==> src/rtl/hart_swi_bank.sv <==
module hart_swi_bank #(
  parameter int NUM_HARTS  = 4,
  parameter int MAX_HARTS  = 16,
  parameter int FIRST_HART = 0,
  parameter bit SUPERVISOR = 1'b0,
  parameter int AW         = $clog2(MAX_HARTS) + 2
) (
  input  logic                 clk,
  input  logic                 rst_n,
  input  logic                 req_i,
  input  logic                 we_i,
  input  logic [AW-1:0]        addr_i,
  input  logic [31:0]          wdata_i,
  output logic [31:0]          rdata_o,
  output logic                 err_o,
  output logic [31:0]          hart_id_o,
  output logic [NUM_HARTS-1:0] irq_o
);
  localparam int IW = AW - 2;

  logic [NUM_HARTS-1:0] pend_q;
  logic [IW-1:0]        idx;
  logic                 aligned, in_range, hit;

  assign idx      = addr_i[AW-1:2];
  assign aligned  = (addr_i[1:0] == 2'b00);
  assign in_range = ({1'b0, idx} < (IW+1)'(NUM_HARTS));
  assign hit      = req_i && aligned && in_range;

  for (genvar h = 0; h < NUM_HARTS; h++) begin : g_pend
    always_ff @(posedge clk or negedge rst_n) begin
      if (!rst_n) pend_q[h] <= 1'b0;
      else if (hit && we_i && idx == IW'(h)) pend_q[h] <= wdata_i[0];
    end
  end

  assign irq_o = pend_q;

  always_ff @(posedge clk or negedge rst_n) begin
    if (!rst_n) begin
      rdata_o   <= '0;
      err_o     <= 1'b0;
      hart_id_o <= 32'(FIRST_HART);
    end else begin
      err_o   <= req_i && aligned && !in_range;
      rdata_o <= '0;
      if (hit) begin
        hart_id_o <= 32'(FIRST_HART) + 32'(idx);
        if (!we_i && !SUPERVISOR) rdata_o <= {31'b0, pend_q[idx]};
      end
    end
  end
endmodule

==> config.mk <==
export PLATFORM = sky130hd
export DESIGN_NAME = hart_swi_bank
export DESIGN_NICKNAME = d
export VERILOG_FILES = /design/src/rtl/hart_swi_bank.sv
export SDC_FILE = /design/constraint.sdc
export NUM_CORES = 1
export LEC_CHECK = 0
export ABC_AREA = 1
export BUFFER_PORTS_ARGS = -buffer_cell sky130_fd_sc_hd__buf_2
export CAP_MARGIN = 20
export CELL_PAD_IN_SITES_DETAIL_PLACEMENT = 0
export CELL_PAD_IN_SITES_GLOBAL_PLACEMENT = 1
export CORE_MARGIN = 2
export CORE_UTILIZATION = 22
export DETAILED_ROUTE_END_ITERATION = 8
export GPL_ROUTABILITY_DRIVEN = 0
export PLACE_DENSITY = 0.87
export SLEW_MARGIN = 10
export SYNTH_ARGS = -nofsm -noshare
export SYNTH_HDL_FRONTEND = slang
export SYNTH_SLANG_ARGS = --single-unit
==> constraint.sdc <==
create_clock -name clk -period 2.15 [get_ports clk]
set_clock_uncertainty 0.2 [all_clocks]
set_input_delay 0.215 -clock clk [delete_from_list [all_inputs] [get_ports clk]]
set_output_delay 0.215 -clock clk [all_outputs]
set_load 0.05 [all_outputs]
* Yosys cells after proc, flatten, opt, wreduce, memory -nomap -nowiden
Index checks and enable logic that the tools add are counted.
Storage, ports and cells: bits in registers 41, latch bits 0, RAM bits 0, memory bits (read-only) 0, input bits 42, word-level logic and storage cells 27, memories kept 0
Cells by class: add/sub/neg operators 0, multipliers 0, divide/modulo/power cells 0, $lt $le $gt $ge 2, equal/unequal tests 3, shifts and indexed selects 0, muxes and demuxes 4, bitwise operators 0, reductions and logical operators 11
Operators with widths (count):
- $mux 32 | 1
- $eq 4x2->1 const B | 2
- $logic_and 1x1->1 | 8
- $lt 4x3->1 const B | 2
- $eq 4x1->1 const B | 1
- $logic_not 4->1 | 1
- $bmux 1 s2 | 1
- $logic_not 2->1 | 1
- $mux 1 | 2
- $logic_not 1->1 | 1

* Logic depth before layout (Yosys ltp)
Gate-level depths: netlist of run 1.
depth in word-level cells 5, gate-level depth with buffers 6

* Worst setup path before layout of run 1
Ideal clock, no wire load.
kind register -> register, from register pend_q[3] (netlist: irq_o[3]), to register rdata_o[0], setup time 115 ps, data arrival time 859 ps, path slack 976 ps, stages on the path, launching flop included 5, buffers on the path 0, clock period less this slack 1174 ps, path through dfrtp_1 nand2_1 nand2_1 nor2_1 nor2_1
On the way: word-level cells in the longest chain between the ends 4
RTL lines:
- from (decl) | RTL line 21 | logic [NUM_HARTS-1:0] pend_q;
- from (signal, indexed assignment) | RTL line 33 | else if (hit && we_i && idx == IW'(h)) pend_q[h] <= wdata_i[0];
- $bmux 1 s2 | RTL line 49 | if (!we_i && !SUPERVISOR) rdata_o <= {31'b0, pend_q[idx]};
- $mux 1 (not written as such) | RTL line 49
- $mux 1 | RTL line 49
- $mux 32 | RTL line 47 | if (hit) begin
- to (signal assigned) | RTL line 49
- to (decl) | RTL line 14 | output logic [31:0] rdata_o,
No other way between the ends. The select of a mux whose other input is x is not followed. A chain may end at the register's enable or synchronous reset.

* Final worst setup path of run 1
from register pend_q[3] (netlist: irq_o[3]), to output irq_o[3]
RTL lines:
- to (decl) | RTL line 17 | output logic [NUM_HARTS-1:0] irq_o
No word-level cell between the ends.

==> metrics, run 1 <==
TritonCTS Buffers 3; CP max FO 3; Synth area leader buf_4; most common cell after layout, fill and taps aside conb_1; Routed WL 1.515 mm; Netlist Area Pre-Place 964.7 sq um; cell count after synthesis 127; Non-Filler Instances 202; status complete, no violations; I/O pin count 111; vias 651; main combinational cell family by area after synthesis buffers and inverters; fin nets 193; share of post-route cells with drive strength above 1 0.2200; Worst Setup SP irq_o[3]; Worst path depth 1; initial antenna violation count 0; Starting DRT DRC Count 31; crit path cell chain buf_2; Crit-path slowest cell dfrtp_1; sequential share of the synthesized area 0.2594; Cell Pwr Density 806.1 mW/mm^2; placed cell count 197; worst r2r src irq_o[3]; FP Rows 24; mux share of post-synthesis cell area 0; Seq cells post-synth 10; Final Setup Violations 0; Top Family by Delay on Critical Path flip-flops; Avg Cell Area, Syn 7.596 sq um; CTS Sinks 10; GRT Resource Usage Total 0.05948; Worst Path Buf+Inv 1; RSZ-0062 raised after global routing false; core area 0.004294 sq mm; r2r endpoint rdata_o[0]; fin crit share 0.6061; final setup margin 0.8469 ns; ant diodes 0; Synthesis Warnings 0; fin crit period 1.303 ns; Post-DP HPWL 1.269 mm; Compound-Gate Fraction of Synth Area 0.01038; post-CTS setup buffers 0; first-pass GRT wire length 2.214 mm; leak pwr 0.6219 nW; Clk pin slew, worst setup/hold paths 0.05 ns; CP startpoint kind register; CP Class reg2out; Synth Area in XOR/XNOR 0; DR DRC count 0; clk_lat worst skew 0.24 ns; Yosys top cell area share 0.4591; Synth cell types 14; Post-Synth Simple-Gate Area 0.2218; H-tree levels 1; dpl ws 0.9127 ns; Synth Area in Adders 0; peak supply drop 199.7 uV; Starting Density 0.2247; port bufs 20; antenna viol nets, final 0; placed cell area 900.9 sq um; Bufs on Longest Clock Path 2; Die Ht 70.22 um; vias in the first global route 500; post-layout util 0.2249; Final Hold Fails 0; final slew viol count 0; synth top area cells buf_4 (46%), dfrtp_1 (26%), nand2_1 (8.6%); Hold-fix buffers, CTS 1; Setup crit end kind primary output; Die X 70.22 um; crit path to irq_o[3]; R2R cell count 4; Critical Path AT 0.89 ns; First-pass DRT Iterations 4; post-cts sizing count 0; vias per cell 3.223; routed len/inst 7.500 um; FMAX 0.7674 GHz; Area Growth Syn to Fin 0.1297%; Min-Delay Path Class in2reg; Finished Cell Area 965.9 sq um; r2r setup slk 1.18 ns; most frequent cells in the layout conb_1 (59), nand2_1 (22), buf_2 (20); Required @ worst endpoint 1.74 ns; TNS Setup 0 ns; Max-cap violations 0; DIE AREA 0.004931 sq mm; largest net degree at the start of global routing 11; Root Buffer Master clkbuf_8; CP peak stage delay 0.37 ns; gr ovfl total 0; TritonCTS clock tree done
Yosys cell counts, drive strengths merged:
library cell / n
buf: 59
clkbuf: 1
conb: 1
dfrtp: 10
inv: 10
nand2: 24
nand4: 8
nor2: 12
o21ai: 2
cell type report:
type,instances,area [sq um]
fill,497,3328
multi-input combinational,105,445.4
sequential,10,250.2
timing repair buffer,21,110.1
tap,52,65.06
clock buffer,4,55.05
inverter,10,40.04
how the worst min path moves through the flow:
stage	from	to	slack [ns]	cells past startpoint
2_1_floorplan	rst_n	err_o	-0.28	0
3_3_place_gp	rst_n	irq_o[2]	-0.11	1
3_5_place_dp	rst_n	err_o	-0.10	1
4_1_cts	wdata_i[0]	irq_o[0]	0.08	3
5_1_grt	addr_i[2]	hart_id_o[0]	0.09	3
6_report	wdata_i[0]	irq_o[3]	0.08	3
stage by stage:
stage          hold WS, ns  total power (W)
5_1_grt            0.08641        0.0008144
6_report           0.08000        0.0007786
3_3_place_gp       -0.1134        0.0005424
2_1_floorplan      -0.2806        0.0005910
3_5_place_dp       -0.1040        0.0005435
4_1_cts            0.07966        0.0007858
flip-flops by register name (all words and copies together), names as in the netlist:
| name | flops |
|---|---|
| err_o | 1 |
| hart_id_o | 4 |
| irq_o | 4 |
| rdata_o | 1 |
power breakdown:
part	leakage, nW	switching [W]	internal, W	total, W
clock	0.0288	0.0000752	0.000161	0.000236
sequential	0.136	0.00000670	0.000201	0.000208
combinational	0.457	0.000307	0.0000275	0.000335
total	0.622	0.000389	0.000390	0.000779
per-layer routing:
layer / vias to the layer above / share of wire / track usage
li1: 316 / - / -
met2: 51 / 0.47 / 0.09329
met3: 4 / 0.13 / 0.02309
met4: 0 / 0.027 / 0.04487
met5: - / 0 / 0
met1: 280 / 0.38 / 0.06406
worst register-to-register path, stage by stage (launching register included):
cell     delay [ns]
dfrtp_1        0.39
nand2_1        0.08
nand2_1        0.06
nor2_1         0.09
nor2_1         0.04
cell families after synthesis:
logic type             after synthesis
AO/OA/AOI/OAI                        2
buffers and inverters               70
flip-flops                          10
other                                1
AND/OR/NAND/NOR                     44
Power figures use the tool's default switching activity.
==> run 2: changes to the inputs <==
--- a/config.mk
+++ b/config.mk
@@ -11,10 +11,10 @@
 export CELL_PAD_IN_SITES_DETAIL_PLACEMENT = 0
 export CELL_PAD_IN_SITES_GLOBAL_PLACEMENT = 1
 export CORE_MARGIN = 2
-export CORE_UTILIZATION = 22
+export CORE_UTILIZATION = 19
 export DETAILED_ROUTE_END_ITERATION = 8
 export GPL_ROUTABILITY_DRIVEN = 0
-export PLACE_DENSITY = 0.87
+export PLACE_DENSITY = 0.8
 export SLEW_MARGIN = 10
 export SYNTH_ARGS = -nofsm -noshare
 export SYNTH_HDL_FRONTEND = slang
==> constraint.sdc (replaced) <==
create_clock -name clk -period 1.06 [get_ports clk]
set_clock_uncertainty 0.2 [all_clocks]
set_input_delay 0.106 -clock clk [delete_from_list [all_inputs] [get_ports clk]]
set_output_delay 0.106 -clock clk [all_outputs]
set_load 0.05 [all_outputs]
==> run 2 against run 1 <==
Compared with the run above:
- the flow now finishes with violations (negative hold slack, negative setup slack)
- via count up 4.0%
- global-route usage down 0.67 points
- sequential share of layout area down 2.6 points
- worst hold slack worse by 0.081 ns
- first-iteration DRC count up 29%
- cell area up 14%
- largest power group unchanged
- highest routed layer unchanged
==> metrics, run 2 (synthesis gave the netlist of run 1 again) <==
peak supply drop 432.7 uV (+120%); leak pwr 0.6470 nW (+4.0%); CTS Sinks 10 (unchanged); final slew viol count 0 (unchanged); H-tree levels 1 (unchanged); DIE AREA 0.005663 sq mm (+15%); R2R cell count 4 (unchanged); Cell Pwr Density 1418 mW/mm^2 (+76%); Worst path depth 1 (unchanged); Area Growth Syn to Fin 13.75%; final setup margin -0.05579 ns (-0.9027 ns); fin crit share 1.053; Top Family by Delay on Critical Path flip-flops; placed cell count 213 (+8.1%); r2r setup slk 0.07 ns (-1.11 ns); antenna viol nets, final 0 (unchanged); DR DRC count 0 (unchanged); ant diodes 0 (unchanged); vias per cell 3.036 (-5.8%); WHS -0.0005362 ns (-0.08054 ns); CP peak stage delay 0.42 ns (+0.05 ns); Starting Density 0.2003 (-0.02439); fin crit period 1.116 ns; worst r2r src irq_o[3]; failing checks negative hold slack, negative setup slack; routed len/inst 7.395 um (-1.4%); Max-cap violations 0 (unchanged); Non-Filler Instances 223 (+10%); Die Ht 75.26 um (+7.2%); first-pass GRT wire length 2.187 mm (-1.2%); crit path cell chain buf_6; status finished, violations left; GR peak layer met2; gr ovfl total 0 (unchanged); FMAX 0.8962 GHz; FP Rows 25 (+4.2%); post-layout util 0.2278 (+0.002850); CP startpoint kind register; Root Buffer Master clkbuf_8; initial antenna violation count 0 (unchanged); Die X 75.26 um (+7.2%); Clk pin slew, worst setup/hold paths 0.05 ns (about the same); RSZ-0062 raised after global routing true; GRT Resource Usage Total 0.05282 (-0.006658); global routing usage on met3 0.02410 (+0.001008); Bufs on Longest Clock Path 2 (unchanged); dpl ws -0.03996 ns (-0.9527 ns); Critical Path AT 0.81 ns (-0.08 ns); TNS Setup -0.2649 ns (-0.2649 ns); WHS Path Cells 3 (unchanged); core area 0.004817 sq mm (+12%); Post-DP HPWL 1.376 mm (+8.4%); clk_lat worst skew 0.23 ns (about the same); M1 GR Usage 0.05077 (-0.01329); Crit-path slowest cell dfrtp_2; Required @ worst endpoint 0.75 ns (-0.99 ns); port bufs 20 (unchanged); TritonCTS clock tree done; TritonCTS Buffers 3 (unchanged); vias 677 (+4.0%); Hold Crit Start we_i; Worst Path Buf+Inv 1 (unchanged); most frequent cells in the layout conb_1 (59), nand2_1 (22), buf_6 (10); met2 Track Usage GR 0.09649 (+0.003200); fin nets 199 (+3.1%); most common cell after layout, fill and taps aside conb_1; Min-Delay Path Class in2reg; CP Class reg2out; vias in the first global route 507 (+1.4%); share of post-route cells with drive strength above 1 0.2500 (+0.03000); Final Setup Violations 8 (+8); Starting DRT DRC Count 40 (+29%); Setup crit end kind primary output; Routed WL 1.649 mm (+8.8%); I/O pin count 111 (unchanged); largest net degree at the start of global routing 11 (unchanged); First-pass DRT Iterations 5 (+1); CP max FO 3 (unchanged); r2r endpoint rdata_o[0]; Final Hold Fails 1 (+1); Worst Hold End irq_o[0]
-- run 2: cell count changes in the layout (fill, tap and decap cells not counted), sizes merged --
cell | previous run | this run
clkbuf | 4 | 5
dlygate4sd3 | 1 | 4
buf | 20 | 22
-- run 2: how the worst max path moves through the flow --
stage / startpoint / slack, ns / end
4_1_cts: irq_o[0] / -0.06 / irq_o[0]
6_report: irq_o[0] / -0.06 / irq_o[0]
3_3_place_gp: addr_i[0] / -0.04 / irq_o[2]
5_1_grt: irq_o[2] / -0.07 / irq_o[2]
2_1_floorplan: irq_o[3] / -0.01 / rdata_o[0]
3_5_place_dp: addr_i[0] / -0.04 / irq_o[3]
-- run 2: metal layers --
metal | routed length (um) | up-vias
met4 | 13 | 0
met1 | 585 | 295
li1 | - | 328
met5 | 0 | -
met3 | 222 | 2
met2 | 828 | 52
-- run 2: worst reg2reg max path, stage by stage, from the launching register on --
cell and delay [ns]:
dfrtp_2 0.41, nand2_1 0.07, nand2_1 0.05, nor2_1 0.10, nor2_1 0.05
-- run 2: power breakdown --
group          leakage [nW]  switching (W)  internal, W
clock                0.0228       0.000138     0.000262
combinational         0.495       0.000628    0.0000969
sequential            0.130      0.0000213     0.000410
-- run 2: repair_timing --
| action | CTS | global route |
|---|---|---|
| hold endpoints to repair | 16 | 0 |
| setup endpoints to repair | 10 | 11 |
| setup buffers | 1 | 1 |
| hold buffers | 4 | 0 |
| resized for setup | 20 | 1 |
-- run 2: stage by stage --
stage,area [sq um],power (W)
2_1_floorplan,1187,0.001200
3_3_place_gp,932.1,0.001108
3_5_place_dp,932.1,0.001110
4_1_cts,1087,0.001559
5_1_grt,1097,0.001616
6_report,1097,0.001556
-- run 2: area by class of cell --
| type | instances | area, sq um |
|---|---|---|
| Clock buffer | 4 | 45.04 |
| Fill cell | 541 | 3720 |
| Inverter | 10 | 40.04 |
| Multi-Input combinational cell | 105 | 445.4 |
| Sequential cell | 10 | 255.2 |
| Tap cell | 67 | 83.83 |
| Timing Repair Buffer | 27 | 227.7 |
